## src/rtl/rxwd_pkg.sv

```systemverilog
package rxwd_pkg;
   // Width needed to hold 0..top inclusive.
   function automatic int unsigned cnt_width(input int unsigned top);
      return (top < 2) ? 1 : $clog2(top + 1);
   endfunction
endpackage

```

## src/rtl/rxwd_event_merge.sv

```systemverilog
module rxwd_event_merge #(
   parameter int unsigned N_RD = 2
) (
   input  logic            push_i,
   input  logic [N_RD-1:0] read_i,
   output logic            event_o
);
   logic [N_RD:0] chain;

   assign chain[0] = push_i;
   for (genvar g = 0; g < N_RD; g++) begin : g_rd
      assign chain[g+1] = chain[g] | read_i[g];
   end
   assign event_o = chain[N_RD];
endmodule

```

## src/rtl/rxwd_tick_counter.sv

```systemverilog
module rxwd_tick_counter #(
   parameter int unsigned LIMIT = 64,
   parameter int unsigned CNT_W = rxwd_pkg::cnt_width(LIMIT + 1)
) (
   input  logic             clk,
   input  logic             rst_n,
   input  logic             restart_i,
   input  logic             advance_i,
   output logic             expire_o,
   output logic [CNT_W-1:0] count_o
);
   localparam logic [CNT_W-1:0] TOP = CNT_W'(LIMIT + 1);

   logic [CNT_W-1:0] cnt_q;

   always_ff @(posedge clk or negedge rst_n) begin
      if (!rst_n)                         cnt_q <= '0;
      else if (restart_i)                 cnt_q <= '0;
      else if (advance_i && cnt_q != TOP) cnt_q <= cnt_q + 1'b1;
   end

   assign expire_o = advance_i && !restart_i && (cnt_q == TOP - 1'b1);
   assign count_o  = cnt_q;

   p_restart_zero_r7: assert property (@(posedge clk) disable iff (!rst_n)
      restart_i |=> (count_o == '0));
   p_hold_when_idle_r5: assert property (@(posedge clk) disable iff (!rst_n)
      (!advance_i && !restart_i) |=> $stable(count_o));
   p_saturate_r6: assert property (@(posedge clk) disable iff (!rst_n)
      (count_o == TOP && !restart_i) |=> (count_o == TOP));
endmodule

```

## src/rtl/rxwd_flag.sv

```systemverilog
module rxwd_flag (
   input  logic clk,
   input  logic rst_n,
   input  logic clear_i,
   input  logic set_i,
   output logic flag_o
);
   always_ff @(posedge clk or negedge rst_n) begin
      if (!rst_n)       flag_o <= 1'b0;
      else if (clear_i) flag_o <= 1'b0;
      else if (set_i)   flag_o <= 1'b1;
   end

   p_clear_on_event_r3: assert property (@(posedge clk) disable iff (!rst_n)
      clear_i |=> !flag_o);
   p_hold_until_event_r6: assert property (@(posedge clk) disable iff (!rst_n)
      (flag_o && !clear_i) |=> flag_o);
endmodule

```

## src/rtl/rxq_idle_watchdog.sv

```systemverilog
module rxq_idle_watchdog #(
   parameter int unsigned LIMIT = 64,
   parameter int unsigned N_RD  = 2
) (
   input  logic            clk,
   input  logic            rst_n,
   input  logic            wd_en,
   input  logic            bit_tick,
   input  logic            rx_push,
   input  logic [N_RD-1:0] rx_read,
   input  logic            rx_not_empty,
   output logic            wd_timeout
);
   localparam int unsigned CNT_W = rxwd_pkg::cnt_width(LIMIT + 1);

   if (LIMIT < 1) begin : g_bad_limit
      $error("rxq_idle_watchdog: LIMIT must be at least 1");
   end
   if (N_RD < 1) begin : g_bad_nrd
      $error("rxq_idle_watchdog: N_RD must be at least 1");
   end

   logic             fifo_event;
   logic             advance;
   logic             expire;
   logic [CNT_W-1:0] idle_cnt;

   rxwd_event_merge #(.N_RD(N_RD)) u_merge (
      .push_i  (rx_push),
      .read_i  (rx_read),
      .event_o (fifo_event)
   );

   assign advance = bit_tick & wd_en & rx_not_empty;

   rxwd_tick_counter #(.LIMIT(LIMIT), .CNT_W(CNT_W)) u_cnt (
      .clk       (clk),
      .rst_n     (rst_n),
      .restart_i (fifo_event),
      .advance_i (advance),
      .expire_o  (expire),
      .count_o   (idle_cnt)
   );

   rxwd_flag u_flag (
      .clk     (clk),
      .rst_n   (rst_n),
      .clear_i (fifo_event),
      .set_i   (expire),
      .flag_o  (wd_timeout)
   );

   p_rise_at_limit_r2: assert property (@(posedge clk) disable iff (!rst_n)
      $rose(wd_timeout) |-> (idle_cnt == CNT_W'(LIMIT + 1)));
   p_read_clears_r4: assert property (@(posedge clk) disable iff (!rst_n)
      (|rx_read) |=> (!wd_timeout && idle_cnt == '0));
   p_reset_state_r1: assert property (@(posedge clk)
      !rst_n |=> (!wd_timeout && idle_cnt == '0));
endmodule

```

## config.mk

```make
export PLATFORM = sky130hd
export DESIGN_NAME = rxq_idle_watchdog
export DESIGN_NICKNAME = d
export VERILOG_FILES = /design/src/rtl/rxwd_pkg.sv /design/src/rtl/rxwd_event_merge.sv /design/src/rtl/rxwd_tick_counter.sv /design/src/rtl/rxwd_flag.sv /design/src/rtl/rxq_idle_watchdog.sv
export SDC_FILE = /design/constraint.sdc
export NUM_CORES = 1
export LEC_CHECK = 0
export BUFFER_PORTS_ARGS = -buffer_cell sky130_fd_sc_hd__buf_2
export CORE_ASPECT_RATIO = 1.1
export CORE_MARGIN = 8
export CORE_UTILIZATION = 29
export CTS_CLUSTER_SIZE = 28
export DETAILED_ROUTE_END_ITERATION = 10
export PLACE_DENSITY = 0.6
export REMOVE_ABC_BUFFERS = 1
export SYNTH_ARGS = -nofsm -noshare
export SYNTH_HDL_FRONTEND = slang
export SYNTH_SLANG_ARGS = --single-unit
```

## constraint.sdc

```tcl
create_clock -name clk -period 1.3 [get_ports clk]
set_clock_uncertainty 0.05 [all_clocks]
set_input_delay 0.065 -clock clk [delete_from_list [all_inputs] [get_ports clk]]
set_output_delay 0.065 -clock clk [all_outputs]
set_load 0.01 [all_outputs]
```

==> summary.md, run 1 <==
| Metric | Value |
|---|---|
| CP arrival | 1.45 ns |
| Largest net degree at the start of global routing | 9 |
| Sequential area share after synthesis | 43.8% |
| Drt initial violations | 12 |
| Vias in the first global route | 444 |
| Share of cells above drive strength 1 | 40.8% |
| Gr ovfl total | 0 |
| Synth Flop Type | dfrtp_1 |
| Dpl ws | -0.0785 ns |
| Fillcell total | 155 |
| Die W | 53.8 um |
| Ports | 9 |
| PnR worst setup slack | -0.0263 ns |
| Worst r2r path cells | 4 |
| Sw power | 109 uW |
| Crit path from | u_cnt.count_o[1] |
| Post-Layout Cell Count | 88 |
| RSZ-0062 raised after global routing | true |
| Avg WL per Cell | 14.4 um |
| DRT antenna net count | 0 |
| Initial Utilization | between 30% and 40% |
| Nets | 84 |
| PD cells | between 700 and 800 nW/um^2 |
| Number of flops mapped to enable cells by yosys | 0 |
| Area grow syn2layout | 44.7% |
| Buf/Inv on CP | 0 |
| IO Port Bufs | 8 |
| Final setup viols | 4 |
| Maxcap violations | 0 |
| Top cell type's share of synthesized area | 43.8% |
| Reg power frac | 52.1% |
| Lkg Pwr | approximately 0.00027 uW |
| Type of the tightest min-delay check | primary input to register |
| FFs w/ async S/R, synth | 100% |
| Drt drc | 0 |
| Worst path required time | 1.43 ns |
| R2r endpoint | u_cnt.count_o[4] |
| Inserted Clock Buffers | 3 |
| Minimum clock period | 1.33 ns |
| Startpoint types | register |
| Number of cells produced by synthesis | 49 |
| Failing checks | negative setup slack |
| Cell taking the most area after synthesis | dfrtp_1 |
| Worst Max-Slew Pin Slew | 0.401 ns |
| Post-synth top cells | dfrtp_1, nand2_1, a21oi_1, ha_1, or3_1 |
| Worst path depth | 4 |
| Core Area | 1520 um^2 |
| FMAX | 754 MHz |
| Number of H-tree branching levels | 1 |
| Grt met3 use | 2.30% |
| Worst R2R Setup Slack | -0.03 ns |
| Period utilization | 102% |
| First-pass detailed-route iteration total | 4 |
| Placed Cells | 80 |
| Netlist cell types | 21 |
| Crit. End Element | register |
| Delay-heaviest family, CP | simple AND/OR/NAND/NOR gates |
| Relative slew slack | 73.1% |
| Clock Latency Late Sink | approximately 0.26 ns |
| Gr usage total | 9.07% |
| CP Capture Point | u_cnt.count_o[4] |
| Vias | 457 |
| VDD IR max | 0.371 mV |
| Final Max Slew Viols | 0 |
| Placed cell areas | 567 um^2 |
| Worst stage delay on the critical path | 0.39 ns |
| Clock sink total | 8 |
| M2 GR Usage | between 10% and 20% |
| WHS Path Cells | 4 |
| CP max-delay cell | dfrtp_1 |
| Die height | between 50 and 60 um |
| Largest cells by area after synthesis | dfrtp_1, ha_1, nand2_1 |
| Global-route wire length before repair | 1.99 mm |
| Mapped Area | about 460 um^2 |
| Detailed Route WL | 1.27 mm |
| Via density | 5.19 |
| Fin area | 661 um^2 |
| CTS tree | yes |
| Max FO, Critical Path | 4 |
| Syn avg cell area | 9.32 um^2 |
| Final Hold Vio Count | 0 |
| Switching share of total power | 22.7% |
| Clock network power share | 40.2% |
| Syn. warnings | 0 |
| Internal power | between 300 and 400 uW |
| Rows | 15 |
| Antenna Cells | 0 |
| DIE AREA | 3100 um^2 |
| GPL Wtd Cong | 0.807 |
| Worst-path cell chain | ha_2 -> nand4_1 -> or3_1 -> a21oi_1 |
| Reg2reg start | u_cnt.count_o[1] |
| Logic pwr share | 7.8% |
| Flops & latches, synth | 8 |
| Grt peak-use layer | met2 |
| Crit Path Category | register to register |
| Clk buf depth | 2 |
| Clock slew at reported path FFs | 0.05 ns |
| Hpwl dp | 879 um |
| Root Buffer | clkbuf_4 |
| Met1 usage | 10.9% |
| Initial antenna violation count | 0 |
| Status | complete, but fails checks |
power groups by stage:
stage	clock network [uW]	registers [uW]	logic [uW]
6_report	193	250	37.4
3_3_place_gp	0	254	32.4
3_5_place_dp	0	254	32.7
4_1_cts	205	250	35.7
2_1_floorplan	0	254	10.1
5_1_grt	224	250	41.3
stage by stage:
step | total power, uW | setup TNS (ns) | util [%] | hold WS [ns]
global placement | 287 | -0.132 | 37.3 | -0.129
floorplan | 265 | -0.0204 | - | -0.281
detailed placement | 287 | -0.162 | 37.3 | -0.127
global route | 515 | -0.380 | 43.5 | 0.0749
finish | 480 | -0.0674 | 43.5 | 0.0676
CTS | 490 | -0.0100 | 41.5 | 0.0579
metal layers:
| layer | vias to the layer above | part of all wire [%] |
|---|---|---|
| met4 | 0 | 4.3 |
| met2 | 11 | 45 |
| met5 | - | 0 |
| li1 | 228 | - |
| met3 | 5 | 3.4 |
| met1 | 213 | 47 |
placed cells by master, fill, tap and decap left out, drive strengths merged, types with 3 or more instances in the layout:
cell type / instances
clkbuf: 3
a21oi: 5
buf: 19
nand3: 3
dfrtp: 8
or3: 3
nand2: 8
ha: 3
final cells by class:
type                    count  area [um^2]  area share [%]
clock buffers               3         22.5            3.41
inverters                   2         7.51            1.14
multi-input cells          38          277            41.9
flip-flops and latches      8          200            30.3
well taps                  17         21.3            3.22
repair buffers             20          133            20.1
cell families after synthesis:
group | synth area share, %
flip-flops | 43.8
buffers and inverters | 2.47
adder cells (fa/ha/maj) | 8.22
AND/OR/NAND/NOR | 24.4
multiplexers | 4.38
AO/OA/AOI/OAI | 16.7
how the worst min path moves through the flow:
stage | startpoint | endpoint | slack, ns
2_1_floorplan | rst_n | u_cnt.count_o[0] | -0.28
3_3_place_gp | rst_n | u_cnt.count_o[3] | -0.13
3_5_place_dp | rst_n | u_cnt.count_o[3] | -0.13
4_1_cts | rx_push | u_cnt.count_o[1] | 0.06
5_1_grt | rx_push | u_cnt.count_o[1] | 0.07
6_report | rx_push | u_cnt.count_o[1] | 0.07
sequential cells by signal (all words and copies together), names as in the netlist:
| name | flops |
|---|---|
| u_flag.flag_o | 1 |
| u_cnt.count_o | 7 |
timing repair:
item,CTS,global route
hold endpoints to repair,8,0
pin swaps,5,3
setup buffers,3,1
endpoints found under the setup margin,5,6
hold buffers,1,0
gates resized for setup,2,5
worst reg2reg max path, cell delays in order, from the launching register on:
cell and delay, ns:
dfrtp_1 0.39, ha_2 0.19, nand4_1 0.14, or3_1 0.34, a21oi_1 0.13
No activity file was read; power rests on OpenSTA's default activity.
==> run 2: changes to the inputs <==
--- a/config.mk
+++ b/config.mk
@@ -5,13 +5,14 @@
 export SDC_FILE = /design/constraint.sdc
 export NUM_CORES = 1
 export LEC_CHECK = 0
+export ABC_AREA = 1
 export BUFFER_PORTS_ARGS = -buffer_cell sky130_fd_sc_hd__buf_2
 export CORE_ASPECT_RATIO = 1.1
 export CORE_MARGIN = 8
 export CORE_UTILIZATION = 29
 export CTS_CLUSTER_SIZE = 28
 export DETAILED_ROUTE_END_ITERATION = 10
-export PLACE_DENSITY = 0.6
+export PLACE_DENSITY = 0.59
 export REMOVE_ABC_BUFFERS = 1
 export SYNTH_ARGS = -nofsm -noshare
 export SYNTH_HDL_FRONTEND = slang
==> run 2 against run 1 <==
  * The flow still finishes with violations (negative setup slack)
  * Area after synthesis up 24%
  * Clock power is essentially flat
  * Routed wire length up 4.3%
  * Count of clock-buffer cells in the layout did not move
  * Setup slack improved by 0.024 ns
  * Register-to-register slack better by 0.02 ns
  * Critical path depth grew 4
==> summary.md, run 2 <==
| Metric | Value |
|---|---|
| Maxcap violations | 0 (unchanged) |
| Crit Path Category | register to register (unchanged) |
| Syn avg cell area | 6.91 um^2 (was 9.32 um^2) |
| Rows | 16 (was 15) |
| Via density | 4.49 (was 5.19) |
| CTS tree | yes (unchanged) |
| Setup TNS | -0.00256 ns (was -0.0674 ns) |
| Reg power frac | 51.2% (was 52.1%) |
| Final Max Slew Viols | 0 (unchanged) |
| DRT antenna net count | 0 (unchanged) |
| Initial antenna violation count | 0 (unchanged) |
| Reg2reg start | u_cnt.count_o[1] (unchanged) |
| Worst stage delay on the critical path | 0.42 ns (was 0.39 ns) |
| Global-route wire length before repair | 2.21 mm (was 1.99 mm) |
| VDD IR max | 0.327 mV (was 0.371 mV) |
| Worst path required time | 1.43 ns (about the same) |
| Clock slew at reported path FFs | 0.06 ns (was 0.05 ns) |
| Worst r2r path cells | 8 (was 4) |
| WHS Path Cells | 4 (unchanged) |
| Crit path from | u_cnt.count_o[1] (unchanged) |
| GPL Wtd Cong | 0.735 (was 0.807) |
| DIE AREA | 3630 um^2 (was 3100 um^2) |
| Dpl ws | -0.0229 ns (was -0.0785 ns) |
| Avg WL per Cell | 10.8 um (was 14.4 um) |
| Hold Path End | u_flag.flag_o (was u_cnt.count_o[1]) |
| Drt drc | 0 (unchanged) |
| Largest net degree at the start of global routing | 10 (was 9) |
| Delay-heaviest family, CP | flip-flops (was simple AND/OR/NAND/NOR gates) |
| Root Buffer | clkbuf_4 (unchanged) |
| Gr usage total | 7.60% (was 9.07%) |
| Status | complete, but fails checks (unchanged) |
| Post-synth top cells | nand2_1, nand3_1, inv_1, nor2_1, dfrtp_1 (was dfrtp_1, nand2_1, a21oi_1, ha_1, or3_1) |
| Top cell type's share of synthesized area | 35.3% (was 43.8%) |
| R2r endpoint | u_cnt.count_o[3] (was u_cnt.count_o[4]) |
| Buf/Inv on CP | 2 (was 0) |
| Clk buf depth | 2 (unchanged) |
| RSZ-0062 raised after global routing | true (unchanged) |
| Vias | 552 (was 457) |
| Post-Layout Cell Count | 123 (was 88) |
| FFs w/ async S/R, synth | 100% (unchanged) |
| Type of the tightest min-delay check | primary input to register (unchanged) |
| Worst R2R Setup Slack | -0.003 ns (was -0.03 ns) |
| Core Area | 1820 um^2 (was 1520 um^2) |
| Internal power | 373 uW (was 371 uW) |
| Placed Cells | 117 (was 80) |
| Largest cells by area after synthesis | dfrtp_1, nand2_1, nand3_1 (was dfrtp_1, ha_1, nand2_1) |
| Startpoint types | register (unchanged) |
| Failing checks | negative setup slack (unchanged) |
| Logic pwr share | 8.8% (was 7.8%) |
| Syn. warnings | 0 (unchanged) |
| Clock network power share | 40.0% (was 40.2%) |
| PnR worst setup slack | -0.00256 ns (was -0.0263 ns) |
| Mapped Area | 567 um^2 (was 457 um^2) |
| Total power | 489 uW (was 480 uW) |
| First-pass detailed-route iteration total | 5 (was 4) |
| FMAX | 768 MHz (was 754 MHz) |
| Drt initial violations | 9 (was 12) |
| Worst Max-Slew Pin Slew | 0.452 ns (was 0.401 ns) |
| Number of flops mapped to enable cells by yosys | 0 (unchanged) |
| Share of cells above drive strength 1 | 34.4% (was 40.8%) |
| Hold Slack | 0.0801 ns (was 0.0676 ns) |
| Most frequent cell after synthesis | nand2_1 |
| Number of H-tree branching levels | 1 (unchanged) |
| Switching share of total power | 23.7% (was 22.7%) |
| Die height | 62.4 um (was 57.6 um) |
| Most common cell after layout, fill and taps aside | nand2_1 (was buf_4) |
| Max reg flops | 7 (unchanged) |
| Clock Latency Late Sink | 0.25 ns (was 0.26 ns) |
| Minimum clock period | 1.30 ns (was 1.33 ns) |
| Max FO, Critical Path | 4 (unchanged) |
| Detailed Route WL | 1.32 mm (was 1.27 mm) |
| Die W | 58.2 um (was 53.8 um) |
| Sw power | 116 uW (was 109 uW) |
| Gr ovfl total | 0 (unchanged) |
| Worst-path cell chain | inv_2 -> ha_4 -> inv_2 -> nor2_1 -> nand2_1 -> nand2_4 -> nand2_4 -> o21ai_2 (was ha_2 -> nand4_1 -> or3_1 -> a21oi_1) |
| Antenna Cells | 0 (unchanged) |
| Final setup viols | 1 (was 4) |
| Netlist cell types | 16 (was 21) |
| IO Port Bufs | 8 (unchanged) |
| Relative slew slack | 69.8% (was 73.1%) |
| Most frequent cells in the layout | nand2_1, nand3_1, nor2_1 (was buf_4, nand2_1, buf_2, dfrtp_1) |
| Flops & latches, synth | 8 (unchanged) |
| Vias in the first global route | 565 (was 444) |
| Period utilization | 100% (was 102%) |
| CP max-delay cell | dfrtp_1 (unchanged) |
| Number of cells produced by synthesis | 82 (was 49) |
| Cell taking the most area after synthesis | dfrtp_1 (unchanged) |
| CP arrival | 1.43 ns (was 1.45 ns) |
| Final Hold Vio Count | 0 (unchanged) |
| Initial Utilization | 31.1% (was 30.0%) |
| Nets | 109 (was 84) |
| Synth Flop Type | dfrtp_1 (unchanged) |
| Sequential area share after synthesis | 35.3% (was 43.8%) |
| PD cells | 671 nW/um^2 (was 727 nW/um^2) |
| Area grow syn2layout | 28.5% (was 44.7%) |
| Clock sink total | 8 (unchanged) |
| Inserted Clock Buffers | 3 (unchanged) |
| Hpwl dp | 987 um (was 879 um) |
| Ports | 9 (unchanged) |
| HP Start | rx_push (unchanged) |
| Crit. End Element | register (unchanged) |
| Lkg Pwr | 0.000362 uW (was 0.000274 uW) |
-- run 2: changes by cell type after synthesis, moves of 3 or more --
| cell | delta |
|---|---|
| or3_1 | -3 |
| a21oi_1 | -4 |
| nand2_1 | +11 |
| inv_1 | +9 |
| nor2_1 | +10 |
| o21ai_1 | +3 |
| nor2_2 | +4 |
| nand3_1 | +10 |
-- run 2: routing by layer --
layer,part of all wire (%),track usage [%],vias up
li1,-,-,285
met1,43,8.19,258
met4,0,3.68,0
met3,3.9,2.26,0
met2,53,13.0,9
met5,0,0,-
-- run 2: repair_timing --
item                       in CTS  in global routing
hold endpoints to repair        8                  0
hold buffers                    1                  0
buffers inserted                2                  0
setup endpoints to repair       5                  7
pin swaps                       4                  6
resized for setup               2                 10
-- run 2: cell families after synthesis --
logic type	synth area share (%)
and+or+nand+nor	44.8
buffers and inverters	9.71
adders and majority gates	6.62
AOI/OAI and AO/OA	3.53
DFF	35.3
-- run 2: worst min-delay path, stage by stage --
cell and delay, ns:
buf_2 0.10, nor3_4 0.07, inv_4 0.07, nor2_1 0.04
-- run 2: final cells by class --
| type | count | area (um^2) |
|---|---|---|
| clock buffers | 3 | 22.5 |
| fillers | 188 | 1090 |
| inverters | 14 | 55.1 |
| multi-input cells | 60 | 349 |
| flip-flops and latches | 8 | 203 |
| well taps | 27 | 33.8 |
| repair buffers | 11 | 65.1 |
-- run 2: how the worst max path moves through the flow --
stage / end / slack, ns / cells after the start
3_5_place_dp: u_cnt.count_o[2] / -0.02 / 8
5_1_grt: u_cnt.count_o[3] / -0.06 / 8
2_1_floorplan: u_cnt.count_o[2] / 0.11 / 8
4_1_cts: u_cnt.count_o[2] / -0.01 / 8
3_3_place_gp: u_cnt.count_o[3] / -0.008 / 8
6_report: u_cnt.count_o[3] / -0.003 / 8
-- run 2: power by group through the flow --
stage | logic (uW) | clock network, uW | registers [uW]
6_report | 43.2 | 195 | 250
5_1_grt | 48.4 | 222 | 250
4_1_cts | 41.0 | 199 | 250
3_5_place_dp | 38.7 | 0 | 254
3_3_place_gp | 37.5 | 0 | 254
2_1_floorplan | 17.4 | 0 | 254
-- run 2: through the flow --
stage / area [um^2] / util (%)
CTS: 691 / 37.9
floorplan: 567 / -
global route: 728 / 40.0
detailed placement: 641 / 35.2
finish: 728 / 40.0
global placement: 641 / 35.2
==> run 3: changes to the inputs <==
--- a/config.mk
+++ b/config.mk
@@ -14,6 +14,7 @@
 export DETAILED_ROUTE_END_ITERATION = 10
 export PLACE_DENSITY = 0.59
 export REMOVE_ABC_BUFFERS = 1
+export SETUP_SLACK_MARGIN = 0.02
 export SYNTH_ARGS = -nofsm -noshare
 export SYNTH_HDL_FRONTEND = slang
 export SYNTH_SLANG_ARGS = --single-unit
==> run 3 against run 2 <==
  * The flow now finishes without violations
  * Count of clock-buffer cells in the layout stayed put
  * Clock power about the same
  * Combinational power decreased by 5.3%
  * Hold slack got worse by 0.0068 ns
  * Sequential cell count stayed put
  * Cell area shrank 0.69%
  * Die area stayed put
  * Via count is 0.36% lower
  * Utilization decreased by 0.27 points
==> summary.md, run 3 (synthesis results as in run 2) <==
| Metric | Value |
|---|---|
| Rows | 16 (unchanged) |
| Initial antenna violation count | 0 (unchanged) |
| Largest net degree at the start of global routing | 10 (unchanged) |
| Gr ovfl total | 0 (unchanged) |
| Setup TNS | 0 ns (was -0.00256 ns) |
| Clock slew at reported path FFs | 0.06 ns (about the same) |
| Reg power frac | 51.6% (was 51.2%) |
| Clock network power share | 40.0% (about the same) |
| Maxcap violations | 0 (unchanged) |
| Number of H-tree branching levels | 1 (unchanged) |
| Drt drc | 0 (unchanged) |
| CP arrival | 1.40 ns (was 1.43 ns) |
| Grt met3 use | 2.26% (unchanged) |
| Worst path required time | 1.42 ns (was 1.43 ns) |
| Post-Layout Cell Count | 124 (was 123) |
| Initial Utilization | 31.1% (unchanged) |
| DIE AREA | 3630 um^2 (unchanged) |
| Area grow syn2layout | 27.6% (was 28.5%) |
| Antenna Cells | 0 (unchanged) |
| IO Port Bufs | 8 (unchanged) |
| Die W | 58.2 um (unchanged) |
| M2 GR Usage | 13.1% (was 13.0%) |
| Crit Path Category | register to register (unchanged) |
| RSZ-0062 raised after global routing | true (unchanged) |
| Startpoint types | register (unchanged) |
| Most common cell after layout, fill and taps aside | nand2_1 (unchanged) |
| Detailed Route WL | 1.27 mm (was 1.32 mm) |
| Hpwl dp | 987 um (unchanged) |
| Nets | 110 (was 109) |
| Logic pwr share | 8.4% (was 8.8%) |
| Crit. End Element | register (unchanged) |
| VDD IR max | 0.305 mV (was 0.327 mV) |
| Clock sink total | 8 (unchanged) |
| Sw power | 113 uW (was 116 uW) |
| Gr usage total | 7.85% (was 7.60%) |
| GPL Wtd Cong | 0.735 (unchanged) |
| Switching share of total power | 23.3% (was 23.7%) |
| Inserted Clock Buffers | 3 (unchanged) |
| Status | finished clean (was complete, but fails checks) |
| Worst Max-Slew Pin Slew | 0.410 ns (was 0.452 ns) |
| Met1 usage | 8.78% (was 8.19%) |
| PD cells | 670 nW/um^2 (was 671 nW/um^2) |
| Ports | 9 (unchanged) |
| Relative slew slack | 72.6% (was 69.8%) |
| Max reg flops | 7 (unchanged) |
| Max FO, Critical Path | 4 (unchanged) |
| Hold Slack | 0.0733 ns (was 0.0801 ns) |
| Die height | 62.4 um (unchanged) |
| Core Area | 1820 um^2 (unchanged) |
| CTS tree | yes (unchanged) |
| Internal power | 372 uW (was 373 uW) |
| Vias | 550 (was 552) |
| Drt initial violations | 12 (was 9) |
| Final Hold Vio Count | 0 (unchanged) |
| First-pass detailed-route iteration total | 4 (was 5) |
| Clock Latency Late Sink | 0.25 ns (about the same) |
| Avg WL per Cell | 10.2 um (was 10.8 um) |
| Global-route wire length before repair | 2.27 mm (was 2.21 mm) |
| Minimum clock period | 1.28 ns (was 1.30 ns) |
| Vias in the first global route | 577 (was 565) |
| Final setup viols | 0 (was 1) |
| Root Buffer | clkbuf_4 (unchanged) |
| FMAX | 784 MHz (was 768 MHz) |
| Grt peak-use layer | met2 (unchanged) |
| WHS Path Cells | 4 (unchanged) |
| Clk buf depth | 2 (unchanged) |
| Worst r2r path cells | 8 (unchanged) |
| Final Max Slew Viols | 0 (unchanged) |
| Share of cells above drive strength 1 | 34.0% (was 34.4%) |
| Type of the tightest min-delay check | primary input to register (unchanged) |
| Most frequent cells in the layout | nand2_1, nor2_1, nand3_1 (was nand2_1, nand3_1, nor2_1) |
| Placed Cells | 117 (unchanged) |
| Period utilization | 98.2% (was 100%) |
| Via density | 4.44 (was 4.49) |
| Lkg Pwr | 0.000362 uW (about the same) |
| DRT antenna net count | 0 (unchanged) |
[run 3: power by group through the flow]
stage | Sequential, uW | Clock (uW) | Combinational (uW)
global placement | 254 | 0 | 37.5
finish | 250 | 194 | 40.9
detailed placement | 254 | 0 | 38.7
floorplan | 254 | 0 | 17.4
global route | 250 | 222 | 46.2
CTS | 250 | 199 | 41.8
[run 3: timing repair]
action | CTS | global route
hold buffers | 1 | 0
pin swaps | 4 | 5
resized for setup | 4 | 5
hold endpoints to repair | 8 | 0
setup buffers | 3 | 0
cloned | 0 | 0
endpoints found under the setup margin | 6 | 8
[run 3: path summary, 6_finish.rpt]
path | start | to | slack [ns]
max in group asynchronous | rst_n | u_cnt.count_o[2] | 0.87
hold reg to reg | u_flag.flag_o | u_flag.flag_o | 0.45
min in group asynchronous | rst_n | u_cnt.count_o[4] | 0.14
setup / recovery | u_cnt.count_o[1] | u_cnt.count_o[2] | 0.02
hold / removal | rx_push | u_flag.flag_o | 0.07
setup reg to reg | u_cnt.count_o[1] | u_cnt.count_o[2] | 0.02
[run 3: per-stage QoR]
step | utilization (%) | power (uW) | instance area (um^2) | setup WS (ns)
after floorplan | - | 272 | 567 | 0.115
after global placement | 35.2 | 292 | 641 | -0.00780
after detailed placement | 35.2 | 293 | 641 | -0.0229
after CTS | 38.9 | 491 | 709 | 0.0157
after global routing | 39.7 | 518 | 723 | -0.0487
final | 39.7 | 485 | 723 | 0.0239
[run 3: layout make-up]
class	count	area, um^2
Sequential cell	8	203
Fill cell	188	1100
Tap cell	27	33.8
Multi-Input combinational cell	60	337
Clock buffer	3	22.5
Timing Repair Buffer	12	72.6
Inverter	14	55.1
[run 3: routing by layer]
layer,part of all wire [%],vias up
met5,0,-
met4,0,0
met3,4.7,0
met2,52,12
met1,43,251
li1,-,287
[run 3: worst max-delay path, stage by stage (launching register included)]
cell and delay [ns]:
dfrtp_1 0.42, inv_2 0.10, ha_4 0.13, inv_2 0.03, nor2_1 0.09, nand2_1 0.07, nand2_2 0.11, nand2_2 0.08
o21ai_1 0.13
